===== src/rtl/cop_pkg.sv =====
package cop_pkg;
    typedef enum logic [1:0] {
        ST_IDLE = 2'b00,
        ST_LOAD = 2'b01,
        ST_RUN  = 2'b10,
        ST_PCHG = 2'b11
    } cop_state_e;

    localparam int CTL_W    = 3;
    localparam int CTL_RUN  = 0;
    localparam int CTL_INIT = 1;
    localparam int CTL_LOAD = 2;
endpackage


===== src/rtl/cop_fsm.sv =====
module cop_fsm
    import cop_pkg::*;
(
    input  logic             clk,
    input  logic             rst_n,
    input  logic             ctl_we,
    input  logic [CTL_W-1:0] ctl_wdata,
    output cop_state_e       state_o,
    output logic             enter_pchg_o,
    output logic             illegal_o
);
    logic [CTL_W-1:0] ctl_q;
    cop_state_e       state_q, state_d;
    logic             multi;

    assign multi = (32'($countones(ctl_q)) > 32'd1);

    always_ff @(posedge clk or negedge rst_n) begin
        if (!rst_n) ctl_q <= '0;
        else if (ctl_we) ctl_q <= ctl_wdata;
    end

    always_comb begin
        state_d = state_q;
        unique case (state_q)
            ST_IDLE: begin
                if (multi)                state_d = ST_IDLE;
                else if (ctl_q[CTL_LOAD]) state_d = ST_LOAD;
                else if (ctl_q[CTL_INIT]) state_d = ST_PCHG;
                else if (ctl_q[CTL_RUN])  state_d = ST_RUN;
            end
            ST_LOAD: if (!ctl_q[CTL_LOAD]) state_d = ST_IDLE;
            ST_PCHG: if (!ctl_q[CTL_INIT]) state_d = ST_IDLE;
            ST_RUN:  if (!ctl_q[CTL_RUN])  state_d = ST_IDLE;
            default: state_d = ST_IDLE;
        endcase
    end

    always_ff @(posedge clk or negedge rst_n) begin
        if (!rst_n) state_q <= ST_IDLE;
        else        state_q <= state_d;
    end

    always_ff @(posedge clk or negedge rst_n) begin
        if (!rst_n) illegal_o <= 1'b0;
        else        illegal_o <= (state_q == ST_IDLE) && multi;
    end

    assign state_o      = state_q;
    assign enter_pchg_o = (state_q == ST_IDLE) && (state_d == ST_PCHG);

    a_r3_enter_load: assert property (@(posedge clk) disable iff (!rst_n)
        (state_q == ST_IDLE && ctl_q == 3'b100) |=> (state_q == ST_LOAD));
    a_r5_enter_pchg: assert property (@(posedge clk) disable iff (!rst_n)
        (state_q == ST_IDLE && ctl_q == 3'b010) |=> (state_q == ST_PCHG));
    a_r7_run_exit: assert property (@(posedge clk) disable iff (!rst_n)
        (state_q == ST_RUN && !ctl_q[CTL_RUN]) |=> (state_q == ST_IDLE));
    a_r8_illegal_hold: assert property (@(posedge clk) disable iff (!rst_n)
        (state_q == ST_IDLE && $countones(ctl_q) > 1) |=> (state_q == ST_IDLE && illegal_o));
endmodule


===== src/rtl/cop_engine.sv =====
module cop_engine #(
    parameter int PTR_W = 8
) (
    input  logic             clk,
    input  logic             rst_n,
    input  logic             ptr_we,
    input  logic [PTR_W-1:0] ptr_wdata,
    input  logic             commit,
    input  logic             is_run,
    output logic [PTR_W-1:0] exec_ptr_o,
    output logic             cop_req_o
);
    logic [PTR_W-1:0] ptr_q;

    always_ff @(posedge clk or negedge rst_n) begin
        if (!rst_n) ptr_q <= '0;
        else if (ptr_we) ptr_q <= ptr_wdata;
    end

    always_ff @(posedge clk or negedge rst_n) begin
        if (!rst_n)      exec_ptr_o <= '0;
        else if (commit) exec_ptr_o <= ptr_q;
        else if (is_run) exec_ptr_o <= exec_ptr_o + 1'b1;
    end

    assign cop_req_o = is_run && exec_ptr_o[0];

    a_r5_commit: assert property (@(posedge clk) disable iff (!rst_n)
        commit |=> (exec_ptr_o == $past(ptr_q)));
    a_r6_advance: assert property (@(posedge clk) disable iff (!rst_n)
        is_run |=> (exec_ptr_o == $past(exec_ptr_o) + 1'b1));
    a_r7_hold: assert property (@(posedge clk) disable iff (!rst_n)
        (!is_run && !commit) |=> $stable(exec_ptr_o));
endmodule


===== src/rtl/cop_prog_ram.sv =====
module cop_prog_ram #(
    parameter int AW = 8,
    parameter int DW = 8
) (
    input  logic          clk,
    input  logic          rst_n,
    input  logic          load_en,
    input  logic          we,
    input  logic [AW-1:0] waddr,
    input  logic [DW-1:0] wdata,
    input  logic [AW-1:0] raddr,
    output logic [DW-1:0] rdata,
    output logic          reject_o
);
    localparam int DEPTH = 1 << AW;
    logic [DW-1:0] mem [DEPTH];

    always_ff @(posedge clk) begin
        if (we && load_en) mem[waddr] <= wdata;
    end

    always_ff @(posedge clk or negedge rst_n) begin
        if (!rst_n)  reject_o <= 1'b0;
        else if (we) reject_o <= !load_en;
    end

    assign rdata = mem[raddr];

    a_r4_reject: assert property (@(posedge clk) disable iff (!rst_n)
        (we && !load_en) |=> reject_o);
    a_r4_accept_clears: assert property (@(posedge clk) disable iff (!rst_n)
        (we && load_en) |=> !reject_o);
endmodule


===== src/rtl/cop_buf_arb.sv =====
module cop_buf_arb #(
    parameter int AW = 4,
    parameter int DW = 8
) (
    input  logic          clk,
    input  logic          rst_n,
    input  logic          host_req,
    input  logic          host_we,
    input  logic [AW-1:0] host_addr,
    input  logic [DW-1:0] host_wdata,
    output logic [DW-1:0] host_rdata,
    output logic          host_gnt,
    input  logic          cop_req,
    input  logic [AW-1:0] cop_addr,
    input  logic [DW-1:0] cop_wdata
);
    localparam int DEPTH = 1 << AW;
    logic [DW-1:0] buf_q [DEPTH];

    assign host_gnt   = host_req && !cop_req;
    assign host_rdata = buf_q[host_addr];

    always_ff @(posedge clk or negedge rst_n) begin
        if (!rst_n) begin
            for (int i = 0; i < DEPTH; i++) buf_q[i] <= '0;
        end else if (cop_req) begin
            buf_q[cop_addr] <= cop_wdata;
        end else if (host_gnt && host_we) begin
            buf_q[host_addr] <= host_wdata;
        end
    end

    a_r10_exclusive: assert property (@(posedge clk) disable iff (!rst_n)
        !(host_gnt && cop_req));
    a_r10_single_stall: assert property (@(posedge clk) disable iff (!rst_n)
        (host_req && cop_req) |=> !cop_req);
endmodule


===== src/rtl/xfer_cop_ctrl.sv =====
module xfer_cop_ctrl
    import cop_pkg::*;
#(
    parameter int PROG_BYTES = 256,
    parameter int DATA_W     = 8,
    parameter int BUF_DEPTH  = 16
) (
    input  logic        clk,
    input  logic        rst_n,
    input  logic        ctl_we,
    input  logic [2:0]  ctl_wdata,
    input  logic        ptr_we,
    input  logic [$clog2(PROG_BYTES)-1:0] ptr_wdata,
    input  logic        pram_we,
    input  logic [$clog2(PROG_BYTES)-1:0] pram_addr,
    input  logic [DATA_W-1:0] pram_wdata,
    input  logic [$clog2(PROG_BYTES)-1:0] pram_raddr,
    output logic [DATA_W-1:0] pram_rdata,
    input  logic        host_req,
    input  logic        host_we,
    input  logic [$clog2(BUF_DEPTH)-1:0] host_addr,
    input  logic [DATA_W-1:0] host_wdata,
    output logic [DATA_W-1:0] host_rdata,
    output logic        host_gnt,
    output logic [1:0]  state_o,
    output logic        wr_reject_o,
    output logic        illegal_o,
    output logic [$clog2(PROG_BYTES)-1:0] exec_ptr_o,
    output logic        cop_req_o
);
    localparam int PROG_AW = $clog2(PROG_BYTES);
    localparam int BUF_AW  = $clog2(BUF_DEPTH);

    cop_state_e state;
    logic       commit;

    cop_fsm u_fsm (
        .clk(clk), .rst_n(rst_n), .ctl_we(ctl_we), .ctl_wdata(ctl_wdata),
        .state_o(state), .enter_pchg_o(commit), .illegal_o(illegal_o)
    );

    cop_engine #(.PTR_W(PROG_AW)) u_eng (
        .clk(clk), .rst_n(rst_n), .ptr_we(ptr_we), .ptr_wdata(ptr_wdata),
        .commit(commit), .is_run(state == ST_RUN),
        .exec_ptr_o(exec_ptr_o), .cop_req_o(cop_req_o)
    );

    cop_prog_ram #(.AW(PROG_AW), .DW(DATA_W)) u_ram (
        .clk(clk), .rst_n(rst_n), .load_en(state == ST_LOAD),
        .we(pram_we), .waddr(pram_addr), .wdata(pram_wdata),
        .raddr(pram_raddr), .rdata(pram_rdata), .reject_o(wr_reject_o)
    );

    cop_buf_arb #(.AW(BUF_AW), .DW(DATA_W)) u_arb (
        .clk(clk), .rst_n(rst_n),
        .host_req(host_req), .host_we(host_we), .host_addr(host_addr),
        .host_wdata(host_wdata), .host_rdata(host_rdata), .host_gnt(host_gnt),
        .cop_req(cop_req_o), .cop_addr(exec_ptr_o[BUF_AW-1:0]),
        .cop_wdata(DATA_W'(exec_ptr_o))
    );

    assign state_o = state;

    a_r9_req_only_running: assert property (@(posedge clk) disable iff (!rst_n)
        cop_req_o |-> (state_o == 2'b10));
endmodule


===== config.mk =====
export PLATFORM = sky130hd
export DESIGN_NAME = xfer_cop_ctrl
export DESIGN_NICKNAME = d
export VERILOG_FILES = /design/src/rtl/cop_pkg.sv /design/src/rtl/cop_fsm.sv /design/src/rtl/cop_engine.sv /design/src/rtl/cop_prog_ram.sv /design/src/rtl/cop_buf_arb.sv /design/src/rtl/xfer_cop_ctrl.sv
export SDC_FILE = /design/constraint.sdc
export NUM_CORES = 2
export LEC_CHECK = 0
export BUFFER_PORTS_ARGS = -buffer_cell sky130_fd_sc_hd__buf_2
export CORE_UTILIZATION = 35
export CTS_CLUSTER_DIAMETER = 120
export DETAILED_ROUTE_END_ITERATION = 7
export PLACE_DENSITY_LB_ADDON = 0.25
export SETUP_SLACK_MARGIN = 0.4
export SYNTH_ARGS = -nofsm -noshare
export SYNTH_HDL_FRONTEND = slang
export SYNTH_SLANG_ARGS = --single-unit
export TNS_END_PERCENT = 1

===== constraint.sdc =====
create_clock -name clk -period 9.4 [get_ports clk]
set_clock_uncertainty 0.15 [all_clocks]
set_input_delay 1.88 -clock clk [delete_from_list [all_inputs] [get_ports clk]]
set_output_delay 1.88 -clock clk [all_outputs]
set_load 0.02 [all_outputs]

==> run metrics <==
status completed; initial antenna violation count 17; share of cells above drive strength 1 0.2020; Cells after Synth 4518; Psw 5.073 mW; clock-pin slew on the worst setup and hold paths 0.06 ns; slew margin rel. 0.09459; # DRC 0; vias per cell 5.532; worst skew pair latency 0.89 ns; Synth top area share 0.7047; average wire per standard cell 28.89 µm; largest net degree at the start of global routing 170; Routed Antenna Nets 0; count leader, synth edfxtp_1; switching fraction of total power 0.2345; NumNets Final 4697; initial core utilization 0.3536; DR vias 45020; RePlAce Congestion 0.8326; syn_area_per_cell 19.32 µm²; Leak 30.67 nW; Synth cell types 65; final setup vio count 0; Critical R2R Capture u_arb.buf_q[124]; Worst path top cell family by delay buffers and inverters; Critical Path RT 7.37 ns; pwr dens 219.8 mW/mm²; CTS max path bufs 3; Top-Level Pins 84; Worst setup endpoint pram_rdata[5]; number of global-route vias before repair 45430; Core Box Area 0.2468 mm²; critical path class input pin to output port; R2R cell count 6; GR Overflow Total 0; first-pass GRT wire length 337100 µm; first drt pass iteration count 6; Total Routing Usage GR 0.1857; number of synthesized register bits 2199; # port buffers 83; Max FO, Critical Path 77; VDD IR-drop max 179.1 µV; CTS Sinks 2199; die width 501.4 µm; # H-tree levels 4; full die area 0.2514 mm²; Cell Chain, Critical Path buf_8 > buf_12 > mux4_2 > a22o_1 > a221oi_1 > o32ai_1 > nor3_1 > nor4_1 > buf_2; Finished Layout Cells 8138; cell count after placement 7723; P&R area growth vs syn 12.76%; Area contributors post-synth edfxtp_1 70%, mux4_2 11%, dfrtp_1 4.3%; top cells by count, synth 2048 x edfxtp_1, 432 x mux4_2, 346 x nor2_1; post-cts sizing count 0; final period utilization 0.9101; CP arrival 6.53 ns; setup TNS 0 ns; Hold Path Class flop to flop; Final Slew Violations 0; Post-synth ARST share 0.06867; Site Rows 182; Die Ht 501.4 µm; CP Buf/Inv Count 3; synthesized area 0.08727 mm²; Post-synth EDFFs 2048; root buf cell clkbuf_16; Final Hold Viols 0; Logic pwr share 0.082; crit path from pram_raddr[0]; ys flop type edfxtp_1; final-layout fill cell count 22240; cell internal pwr 16.56 mW; Slew @ Worst Pin 1.348 ns; Clock power frac 0.402; CP max-delay cell a221oi_1; largest area contributor in the netlist edfxtp_1; final wirelength 235100 µm; Stages on worst setup path 9; CTS tree done; Setup Buffers After CTS 0; Detailed Route Iter0 Violations 5369; min cycle time layout 8.555 ns; unrepaired setup endpoints after global routing false; syn_nets 4578; cts bufs inserted 224; Startpoint Class input pin; Flop pwr share 0.516; register area share after synthesis 0.7480; Synth warnings 0; max cap viols 0; r2r startpoint u_fsm.state_o[1]; hold-fix buffers at CTS 0; dpl hpwl 143100 µm; Fmax 0.1169 GHz; worst reg2reg setup slack 4.79 ns; CP Capture Type output port; slowest stage delay, CP 0.84 ns
==> cell type report <==
class	count	area (µm²)	share of cell area
Sequential cell	2199	65280	0.6633
Multi-Input combinational cell	2013	20280	0.2060
Clock buffer	292	5973	0.06070
Tap cell	3312	4144	0.04211
Timing Repair Buffer	188	1498	0.01522
Clock inverter	115	1180	0.01199
Inverter	11	41.29	0.0004196
Antenna cell	8	20.02	0.0002034
==> how the worst min path moves through the flow <==
stage / startpoint / end / cells after the start
after floorplan: u_eng.ptr_q[0] / u_eng.exec_ptr_o[0] / 2
after global placement: u_eng.ptr_q[0] / u_eng.exec_ptr_o[0] / 2
after detailed placement: u_eng.ptr_q[0] / u_eng.exec_ptr_o[0] / 2
after CTS: u_eng.ptr_q[3] / u_eng.exec_ptr_o[3] / 2
after global routing: u_eng.ptr_q[3] / u_eng.exec_ptr_o[3] / 2
final: u_eng.ptr_q[3] / u_eng.exec_ptr_o[3] / 2
==> worst reg2reg max path: cells and delay by family, from the launching register on <==
family	cells	cell delay (ns)
DFF	1	0.51
and+or+nand+nor	3	2.06
AOI/OAI and AO/OA	3	1.82
==> cell usage in the layout, fill, tap and decap left out, types with 8 or more instances in the layout <==
cell type	instances
o21ai_1	8
or3_1	13
buf_2	72
nand2_1	98
nand3_1	52
clkbuf_16	226
o22ai_1	35
nor2_1	342
mux2_2	29
nand4_1	16
mux4_2	432
o21ai_0	32
inv_1	10
a32oi_1	12
a22o_1	17
nor4_1	16
buf_12	15
dfrtp_1	151
nor2b_1	21
clkbuf_1	59
a21oi_1	142
buf_4	90
nor3_1	18
nand2b_1	10
a22oi_1	184
bufinv_16	16
and3_1	10
buf_8	10
o21a_1	73
clkinv_2	28
o211ai_1	14
edfxtp_1	2048
o221ai_1	110
diode_2	8
o32a_1	15
a31oi_1	9
clkinv_1	49
mux2i_1	213
==> state kept, by name, summed over array words and instances, names as in the netlist <==
name and count:
u_ram.reject_o 1, u_fsm.state_o 2, u_ram.mem 2048, u_fsm.ctl_q 3, u_eng.ptr_q 8, u_arb.buf_q 128
u_fsm.illegal_o 1, u_eng.exec_ptr_o 8
==> power by group through the flow <==
| stage | logic [mW] | clock network [mW] | registers, mW |
|---|---|---|---|
| final | 1.78 | 8.70 | 11.2 |
| after detailed placement | 1.79 | 0 | 11.4 |
| after floorplan | 1.07 | 0 | 11.3 |
| after CTS | 1.79 | 8.86 | 11.1 |
| after global placement | 1.77 | 0 | 11.3 |
| after global routing | 1.89 | 9.23 | 11.2 |
==> cell families after synthesis <==
logic type | Yosys count | share of synthesized area
compound gates | 679 | 0.05558
fa+ha+maj | 6 | 0.0008602
buf+inv | 306 | 0.02047
xor+xnor | 4 | 0.0004015
mux | 681 | 0.1418
simple gates | 643 | 0.03297
flops | 2199 | 0.7480
==> routing by layer <==
layer	track usage	part of all wire	wire, µm	up-vias
met5	0	0.00011	26	-
met4	0.05751	0.032	7442	4
met3	0.03170	0.065	15280	350
met2	0.3010	0.48	113300	1702
met1	0.2547	0.42	99080	24030
li1	-	-	-	18940
==> through the flow <==
| step | setup slack [ns] | hold slack [ns] | util | instance area (µm²) | power [mW] |
|---|---|---|---|---|---|
| 6_report | 0.8447 | 0.2904 | 0.3987 | 98410 | 21.63 |
| 4_1_cts | 0.7231 | 0.3069 | 0.3986 | 98390 | 21.80 |
| 3_3_place_gp | 0.7259 | 0.3109 | 0.3696 | 91220 | 13.10 |
| 2_1_floorplan | 3.338 | 0.2960 | - | 87280 | 12.38 |
| 5_1_grt | 0.7999 | 0.3484 | 0.3986 | 98400 | 22.29 |
| 3_5_place_dp | 0.7379 | 0.3167 | 0.3696 | 91240 | 13.14 |
Power figures use the tool's default switching activity.
